**src/rtl/irx_pkg.sv**
```systemverilog
package irx_pkg;

  typedef enum logic {
    BW_LOW  = 1'b0,
    BW_HIGH = 1'b1
  } bw_mode_e;

  // Conservative conversion: round up to whole clock cycles.
  function automatic int unsigned ns_to_cycles(input longint unsigned ns,
                                               input longint unsigned hz);
    longint unsigned prod;
    prod = ns * hz;
    return int'((prod + 64'd999_999_999) / 64'd1_000_000_000);
  endfunction

endpackage

```
**src/rtl/irx_run_timer.sv**
```systemverilog
// Counts consecutive edges on which 'level' is high, saturating at LIMIT.
module irx_run_timer #(
  parameter int unsigned LIMIT = 4,
  parameter int unsigned W     = $clog2(LIMIT + 1)
) (
  input  logic         clk,
  input  logic         rst_n,
  input  logic         level,
  output logic [W-1:0] count,
  output logic         at_limit
);
  localparam logic [W-1:0] LIM_W = W'(LIMIT);

  always_ff @(posedge clk or negedge rst_n) begin
    if (!rst_n)          count <= '0;
    else if (!level)     count <= '0;
    else if (!at_limit)  count <= count + 1'b1;
  end

  assign at_limit = (count == LIM_W);
endmodule

```
**src/rtl/irx_mode_latch.sv**
```systemverilog
module irx_mode_latch
  import irx_pkg::*;
(
  input  logic clk,
  input  logic rst_n,
  input  logic sd,
  input  logic txd,
  input  logic pulse_ok,
  output logic sd_fall,
  output logic mode_fir
);
  logic     sd_q;
  bw_mode_e mode_q;

  assign sd_fall = sd_q & ~sd;

  always_ff @(posedge clk or negedge rst_n) begin
    if (!rst_n) begin
      sd_q   <= 1'b0;
      mode_q <= BW_LOW;
    end else begin
      sd_q <= sd;
      if (sd_fall && pulse_ok)
        mode_q <= txd ? BW_HIGH : BW_LOW;
    end
  end

  assign mode_fir = (mode_q == BW_HIGH);
endmodule

```
**src/rtl/irx_rx_path.sv**
```systemverilog
module irx_rx_path (
  input  logic sd,
  input  logic txd,
  input  logic light,
  input  logic led_drv,
  input  logic shdn,
  output logic rxd_n,
  output logic rxd_oe
);
  always_comb begin
    if (sd)       rxd_n = 1'b1;
    else if (txd) rxd_n = ~led_drv;
    else          rxd_n = ~light;
  end

  assign rxd_oe = ~shdn;
endmodule

```
**src/rtl/irx_ctrl.sv**
```systemverilog
module irx_ctrl
  import irx_pkg::*;
#(
  parameter longint unsigned CLK_HZ     = 200_000_000,
  parameter longint unsigned LED_MAX_NS = 50_000,
  parameter longint unsigned SHDN_NS    = 400_000,
  parameter longint unsigned PULSE_NS   = 50
) (
  input  logic clk,
  input  logic rst_n,
  input  logic txd,
  input  logic sd,
  input  logic light,
  output logic led_drv,
  output logic rxd_n,
  output logic rxd_oe,
  output logic mode_fir,
  output logic shdn
);
  localparam int unsigned LED_LIM = ns_to_cycles(LED_MAX_NS, CLK_HZ);
  localparam int unsigned SD_LIM  = ns_to_cycles(SHDN_NS, CLK_HZ);
  localparam int unsigned PW_LIM  = ns_to_cycles(PULSE_NS, CLK_HZ);
  localparam int unsigned SD_TOP  = SD_LIM + 1;
  localparam int unsigned LED_W   = $clog2(LED_LIM + 1);
  localparam int unsigned SD_W    = $clog2(SD_TOP + 1);

  logic [LED_W-1:0] led_cnt;
  logic             led_cut;
  logic [SD_W-1:0]  sd_cnt;
  logic             pulse_ok;
  logic             sd_fall;

  irx_run_timer #(.LIMIT(LED_LIM), .W(LED_W)) u_led_guard (
    .clk(clk), .rst_n(rst_n), .level(txd),
    .count(led_cnt), .at_limit(led_cut)
  );

  irx_run_timer #(.LIMIT(SD_TOP), .W(SD_W)) u_sd_timer (
    .clk(clk), .rst_n(rst_n), .level(sd),
    .count(sd_cnt), .at_limit(shdn)
  );

  assign pulse_ok = (sd_cnt > SD_W'(PW_LIM));

  irx_mode_latch u_mode (
    .clk(clk), .rst_n(rst_n), .sd(sd), .txd(txd),
    .pulse_ok(pulse_ok), .sd_fall(sd_fall), .mode_fir(mode_fir)
  );

  assign led_drv = txd & ~sd & ~led_cut;

  irx_rx_path u_rx (
    .sd(sd), .txd(txd), .light(light), .led_drv(led_drv), .shdn(shdn),
    .rxd_n(rxd_n), .rxd_oe(rxd_oe)
  );
endmodule

```
**config.mk**
```make
export PLATFORM = sky130hd
export DESIGN_NAME = irx_ctrl
export DESIGN_NICKNAME = d
export VERILOG_FILES = /design/src/rtl/irx_pkg.sv /design/src/rtl/irx_run_timer.sv /design/src/rtl/irx_mode_latch.sv /design/src/rtl/irx_rx_path.sv /design/src/rtl/irx_ctrl.sv
export SDC_FILE = /design/constraint.sdc
export NUM_CORES = 1
export LEC_CHECK = 0
export BUFFER_PORTS_ARGS = -buffer_cell sky130_fd_sc_hd__buf_4
export CAP_MARGIN = 30
export CORE_MARGIN = 2
export CORE_UTILIZATION = 45
export CTS_CLUSTER_DIAMETER = 30
export DETAILED_ROUTE_END_ITERATION = 8
export GPL_ROUTABILITY_DRIVEN = 0
export GPL_TIMING_DRIVEN = 1
export HOLD_SLACK_MARGIN = 0.15
export PLACE_DENSITY_LB_ADDON = 0.08
export SKIP_LAST_GASP = 1
export SLEW_MARGIN = 20
export SYNTH_ARGS = -nofsm -noshare
export SYNTH_HDL_FRONTEND = slang
export SYNTH_SLANG_ARGS = --single-unit
```
**constraint.sdc**
```tcl
create_clock -name clk -period 4.78 [get_ports clk]
set_input_delay 0 -clock clk [delete_from_list [all_inputs] [get_ports clk]]
set_output_delay 0 -clock clk [all_outputs]
set_load 0.01 [all_outputs]
```
==> impl_metrics.yaml, run 1 <==
status:
  status: "finished clean"
timing:
  clock_skew_ns: 0.00957
  fin_ws_ns: 2.73
  min_period_over_period_pct: 42.9
  setup_tns_ns: 0
  slew_viol_final: 0
  final_hold_viol_count: 0
  relSlewSlack_pct: 64.1
  tightest_slew_ns: 0.535
  fmax_mhz: 488
  rsz0062_at_grt: "no"
  report.final.setup_viol: 0
  min_period_ns: 2.05
floorplanning:
  fp-row-count: 22
  die_x_um: 67.1
  die_h_um: 67.1
  ios: 10
  initial_core_util_pct: 47.9
  coreArea_mm2: 0.00374
  die_area_mm2: 0.00450
yosys:
  synth_cells: 178
  synth.area.top_cells: "dfrtp_1 (46%), xnor2_1 (5.4%), xor2_1 (5.4%)"
  ys_ff_latch: 33
  yosys.cell_count.top_type: "dfrtp_1"
  synthTopCellsByCount: "dfrtp_1 (33), nor2_1 (13), and2_1 (11), xnor2_1 (11), xor2_1 (11)"
  ys.flop_type: "dfrtp_1"
  netlist.area_leader.share_pct: 46.1
  syn_area_mm2: 0.00179
  avgSynthCellArea_um2: 10.1
  synth_edf_count: 0
  ys_async_sr_fraction_pct: 100
  yosysTopAreaCell: "dfrtp_1"
  synth_warnings: 0
  yosysSeqAreaShare_pct: 46.1
  yosysUniqueCellTypes: 35
  synth_nets: 188
critical_path:
  start_kind: "flop"
  required_ns: 4.78
  cp_max_fo: 7
  rrSetupSlack_ns: 2.95
  path_class: "flop to output pin"
  worstReg2RegStart: "u_led_guard.count[2]$_DFFE_PN0P_"
  worst-r2r-cell-count: 4
  critPathCaptureType: "output pin"
  reg2reg_to: "u_led_guard.count[1]$_DFFE_PN0P_"
  crit_arrival_ns: 2.05
drt:
  vias: 1311
  drt.antenna.violating_nets: 0
  drc: 0
  drt_wl_total_um: 3500
  drtIter0Drc: 140
  vias_per_cell: 5.37
  drtPass1Iterations: 4
  wire_per_inst_um: 14.3
grt:
  grt_pass1_vias: 1380
  grt_pass1_wl_um: 6590
  antenna_found_initial: 0
  grt_use_total_pct: 19.8
  grt_remaining_overflow: 0
  grt_max_degree: 34
finish:
  nNetsFinal: 205
  layout-area-overhead-vs-synth_pct: 14.9
  fillCellCount: 353
  multi_input_area_um2: 917
  diodes: 0
  sequential_cell_area_um2: 826
  stdcell_count: 244
  drive_above_1_share_pct: 13.3
place:
  io_buffers: 9
  dp_hpwl_um: 2390
  dpl.cell_count: 233
  place_ws_ns: 2.92
clock_network:
  tritoncts: "built"
  h-tree-depth: 2
  post_cts_buffers: 0
  clkTransAtPathRegs_ns: 0.07
  cts_root_buffer: "clkbuf_8"
  clkSinkCount: 33
  worstSkewPairLatency_ns: 0.29
  cts_buffers: 5
  cts.path.max_buffers: 2
pwr:
  power_density_mw_per_mm2: 293
  leakage_nw: 0.868
  ir_worst_vdd_mv: 0.229
job:
  drv_cap: 0
hold_path:
  hp-class: "input port to async pin"
## final cells by class
type,count,area share (%)
multi-input cells,132,44.6
flip-flops and latches,33,40.1
repair buffers,12,4.74
clock buffers,7,4.19
well taps,48,2.92
inverters,11,2.01
clock inverters,1,1.46
## routing by layer
layer	track usage, %	wire length (um)	up-vias
met1	23.8	1620	629
met2	33.8	1730	16
li1	-	-	659
met4	9.18	74	0
met3	4.05	81	7
met5	0	0	-
## how the worst max path moves through the flow
stage | start | end | slack (ns)
after floorplan | u_sd_timer.count[4]$_DFFE_PN0P_ | u_sd_timer.count[1]$_DFFE_PN0P_ | 2.97
after global placement | u_sd_timer.count[9]$_DFFE_PN0P_ | u_mode.mode_fir$_DFFE_PN0P_ | 2.97
after detailed placement | u_sd_timer.count[4]$_DFFE_PN0P_ | u_mode.mode_fir$_DFFE_PN0P_ | 2.92
after CTS | u_led_guard.count[2]$_DFFE_PN0P_ | rxd_n | 2.72
after global routing | u_led_guard.count[2]$_DFFE_PN0P_ | rxd_n | 2.62
final | u_led_guard.count[2]$_DFFE_PN0P_ | rxd_n | 2.73
## state kept, by name (all words and copies together), names as in the netlist
register and count:
u_mode.mode_fir 1, u_led_guard.count 14, u_mode.sd_q 1, u_sd_timer.count 17
## report_power, final
group | total, mW | switching [mW] | internal (mW)
Combinational | 0.0372 | 0.0202 | 0.0170
Clock | 0.272 | 0.102 | 0.170
Sequential | 0.293 | 0.00813 | 0.285
## layout by cell type, fill, tap and decap left out, types with 3 or more instances in the layout
cell | Yosys | layout
and2_1 | 11 | 11
o21ai_0 | 6 | 6
buf_4 | 0 | 9
nor2b_1 | 4 | 4
nor4_1 | 4 | 4
dlygate4sd3_1 | 0 | 3
nor3_1 | 7 | 7
dfrtp_1 | 33 | 33
inv_1 | 9 | 9
xor2_1 | 11 | 11
nand4_1 | 9 | 9
nand2_1 | 7 | 7
ha_1 | 5 | 5
a21oi_1 | 4 | 4
nand3_1 | 10 | 10
or3_1 | 6 | 6
or4_4 | 3 | 3
nor2_1 | 13 | 13
clkbuf_8 | 0 | 6
xnor2_1 | 11 | 11
## kinds of logic (layout without fill, tap and decap cells)
kind of cell	after synthesis	after routing	share of synthesized area, %
AND/OR/NAND/NOR	87	87	30.2
flip-flops	33	33	46.1
XOR/XNOR	22	22	10.8
AO/OA/AOI/OAI	16	16	5.59
buffers and inverters	13	31	2.72
adder cells (fa/ha/maj)	5	5	3.49
multiplexers	2	2	1.19
## stage by stage
step / total power [mW] / hold WS [ns] / cell area (um2) / utilization [%]
2_1_floorplan: 0.316 / -0.296 / 1790 / -
3_3_place_gp: 0.333 / -0.0357 / 1910 / 51.1
3_5_place_dp: 0.335 / -0.0283 / 1910 / 51.1
4_1_cts: 0.612 / 0.198 / 2060 / 55.0
5_1_grt: 0.629 / 0.227 / 2060 / 55.0
6_report: 0.602 / 0.189 / 2060 / 55.0
## worst max-delay path: stages (launching register included)
cell and delay, ns:
dfrtp_1 0.44, or4_4 0.55, nor4_4 0.43, nand2_1 0.10, o211ai_1 0.10, buf_4 0.15
## repair_timing
action                     in CTS  in global routing
hold buffers                    3                  0
gates resized for setup         0                  0
hold endpoints to repair       50                  0
setup endpoints to repair       0                  0
(Power assumes the default switching activity.)
==> run 2, diff against run 1 <==
clock period = 1.9 ns   (was 4.78 ns; I/O delays follow)
==> run 2 against run 1 <==
Effect of this change:
- the flow now finishes with violations (negative setup slack)
- cell area increased by 4.3%
- critical path depth decreased by 1
- hold slack improved by 0.0018 ns
- utilization increased by 2.4 points
- register-to-register slack got worse by 2.9 ns
- largest cell class unchanged
- highest routed layer unchanged
==> impl_metrics.yaml, run 2 (synthesis results as in run 1) <==
status:
  status: "finished with violations"
  violations: "negative setup slack"
drt:
  drt_wl_total_um: 3760
  wire_per_inst_um: 14.6
  drtPass1Iterations: 4
  drc: 0
  drt.antenna.violating_nets: 0
  drtIter0Drc: 118
  vias_per_cell: 5.48
  vias: 1414
place:
  place_ws_ns: 0.0699
  io_buffers: 9
  dp_hpwl_um: 2530
  dpl.cell_count: 241
  dpl_cell_area_mm2: 0.00197
timing:
  report.final.setup_viol: 1
  tightest_slew_ns: 0.425
  min_period_over_period_pct: 100
  setup_tns_ns: -0.00361
  final_hold_viol_count: 0
  fin_ws_ns: -0.00361
  slew_viol_final: 0
  min_period_ns: 1.90
  hold_ws_ns: 0.191
  clock_skew_ns: 0.00299
  relSlewSlack_pct: 71.7
  fmax_mhz: 525
  rsz0062_at_grt: "yes"
floorplanning:
  die_area_mm2: 0.00450
  coreArea_mm2: 0.00374
  die_x_um: 67.1
  ios: 10
  initial_core_util_pct: 47.9
  fp-row-count: 22
  die_h_um: 67.1
grt:
  grt_use_total_pct: 20.3
  grt_remaining_overflow: 0
  antenna_found_initial: 0
  grt_pass1_wl_um: 6730
  grt_max_degree: 34
  grt_pass1_vias: 1426
pwr:
  switching_share_pct: 23.2
  p_total_mw: 1.37
  clock_power_share_pct: 39.0
  p_seq_share_pct: 53.8
  power_switching_mw: 0.318
  combPwrFrac_pct: 7.2
  leakage_nw: 0.934
  power_density_mw_per_mm2: 638
  ir_worst_vdd_mv: 0.355
  p_int_mw: 1.05
finish:
  drive_above_1_share_pct: 20.0
  utilization_pct: 57.4
  layout-area-overhead-vs-synth_pct: 19.8
  stdcell_count: 258
  nNetsFinal: 220
  final_cell_area_mm2: 0.00215
  layout_common_cells: "dfrtp_1 (32), buf_4 (24), nor2_1 (13)"
  largest_reg_flops: 17
  top_regs: "u_sd_timer.count (17), u_led_guard.count (14)"
  layout_commonest_cell: "dfrtp_1"
  diodes: 0
  top_register: "u_sd_timer.count"
critical_path:
  start_kind: "flop"
  path_class: "flop to output pin"
  crit_path_end: "rxd_oe"
  reg2reg_to: "u_mode.mode_fir$_DFFE_PN0P_"
  crit_arrival_ns: 1.90
  required_ns: 1.90
  critPathCaptureType: "output pin"
  worst-r2r-cell-count: 4
  cp_max_fo: 6
  worstReg2RegStart: "u_sd_timer.count[6]$_DFFE_PN0P_"
  crit_start: "u_sd_timer.count[6]$_DFFE_PN0P_"
  rrSetupSlack_ns: 0.01
hold_path:
  hp-class: "input port to async pin"
clock_network:
  cts_root_buffer: "clkbuf_8"
  clkSinkCount: 33
  tritoncts: "built"
  clkTransAtPathRegs_ns: 0.06
  cts_buffers: 5
  h-tree-depth: 2
  worstSkewPairLatency_ns: 0.28
  cts.path.max_buffers: 2
job:
  drv_cap: 0
run 2: cell count changes in the layout (fill, tap and decap cells not counted), sizes merged:
cell,change
buf,+15
bufinv,-1
run 2: how the worst min path moves through the flow:
stage / start / slack (ns) / cells past startpoint / end
after global placement: rst_n / -0.04 / 1 / u_sd_timer.count[3]$_DFFE_PN0P_
after global routing: rst_n / 0.23 / 2 / u_mode.mode_fir$_DFFE_PN0P_
after floorplan: rst_n / -0.30 / 0 / u_led_guard.count[0]$_DFFE_PN0P_
after detailed placement: rst_n / -0.03 / 1 / u_sd_timer.count[3]$_DFFE_PN0P_
final: rst_n / 0.19 / 2 / u_sd_timer.count[3]$_DFFE_PN0P_
after CTS: rst_n / 0.20 / 2 / u_led_guard.count[5]$_DFFE_PN0P_
run 2: power by group through the flow:
stage | Clock (mW) | Combinational, mW | Sequential (mW)
after floorplan | 0 | 0.0469 | 0.747
after global placement | 0 | 0.0929 | 0.748
after detailed placement | 0 | 0.0953 | 0.749
after CTS | 0.561 | 0.101 | 0.736
after global routing | 0.588 | 0.113 | 0.739
final | 0.534 | 0.0990 | 0.737
run 2: layer usage:
layer  vias up  share of wire [%]  GRT usage (%)  wire, um
li1        686                  -              -         -
met1       694                 42           23.0      1590
met2        29                 52           35.1      1960
met3         5                3.9           6.59       148
met4         0                1.5           8.42        57
met5         -                  0              0         0
run 2: critical path, cell delays in order, from the launching register on:
cell and delay [ns]:
dfrtp_1 0.43, or4_4 0.57, nor4_4 0.40, inv_2 0.07
buf_4 0.15
run 2: timing repair:
action | in CTS | in global routing
setup endpoints to repair | 4 | 6
buffers inserted | 4 | 3
hold buffers | 3 | 0
pin swaps | 2 | 7
gates resized for setup | 1 | 2
hold endpoints to repair | 50 | 0
run 2: layout make-up:
| class | instances | area (um2) |
|---|---|---|
| repair buffers | 27 | 210 |
| well taps | 48 | 60.1 |
| fillers | 342 | 1600 |
| multi-input cells | 132 | 922 |
| inverters | 11 | 41.3 |
| clock buffers | 7 | 86.3 |
| flip-flops and latches | 33 | 827 |
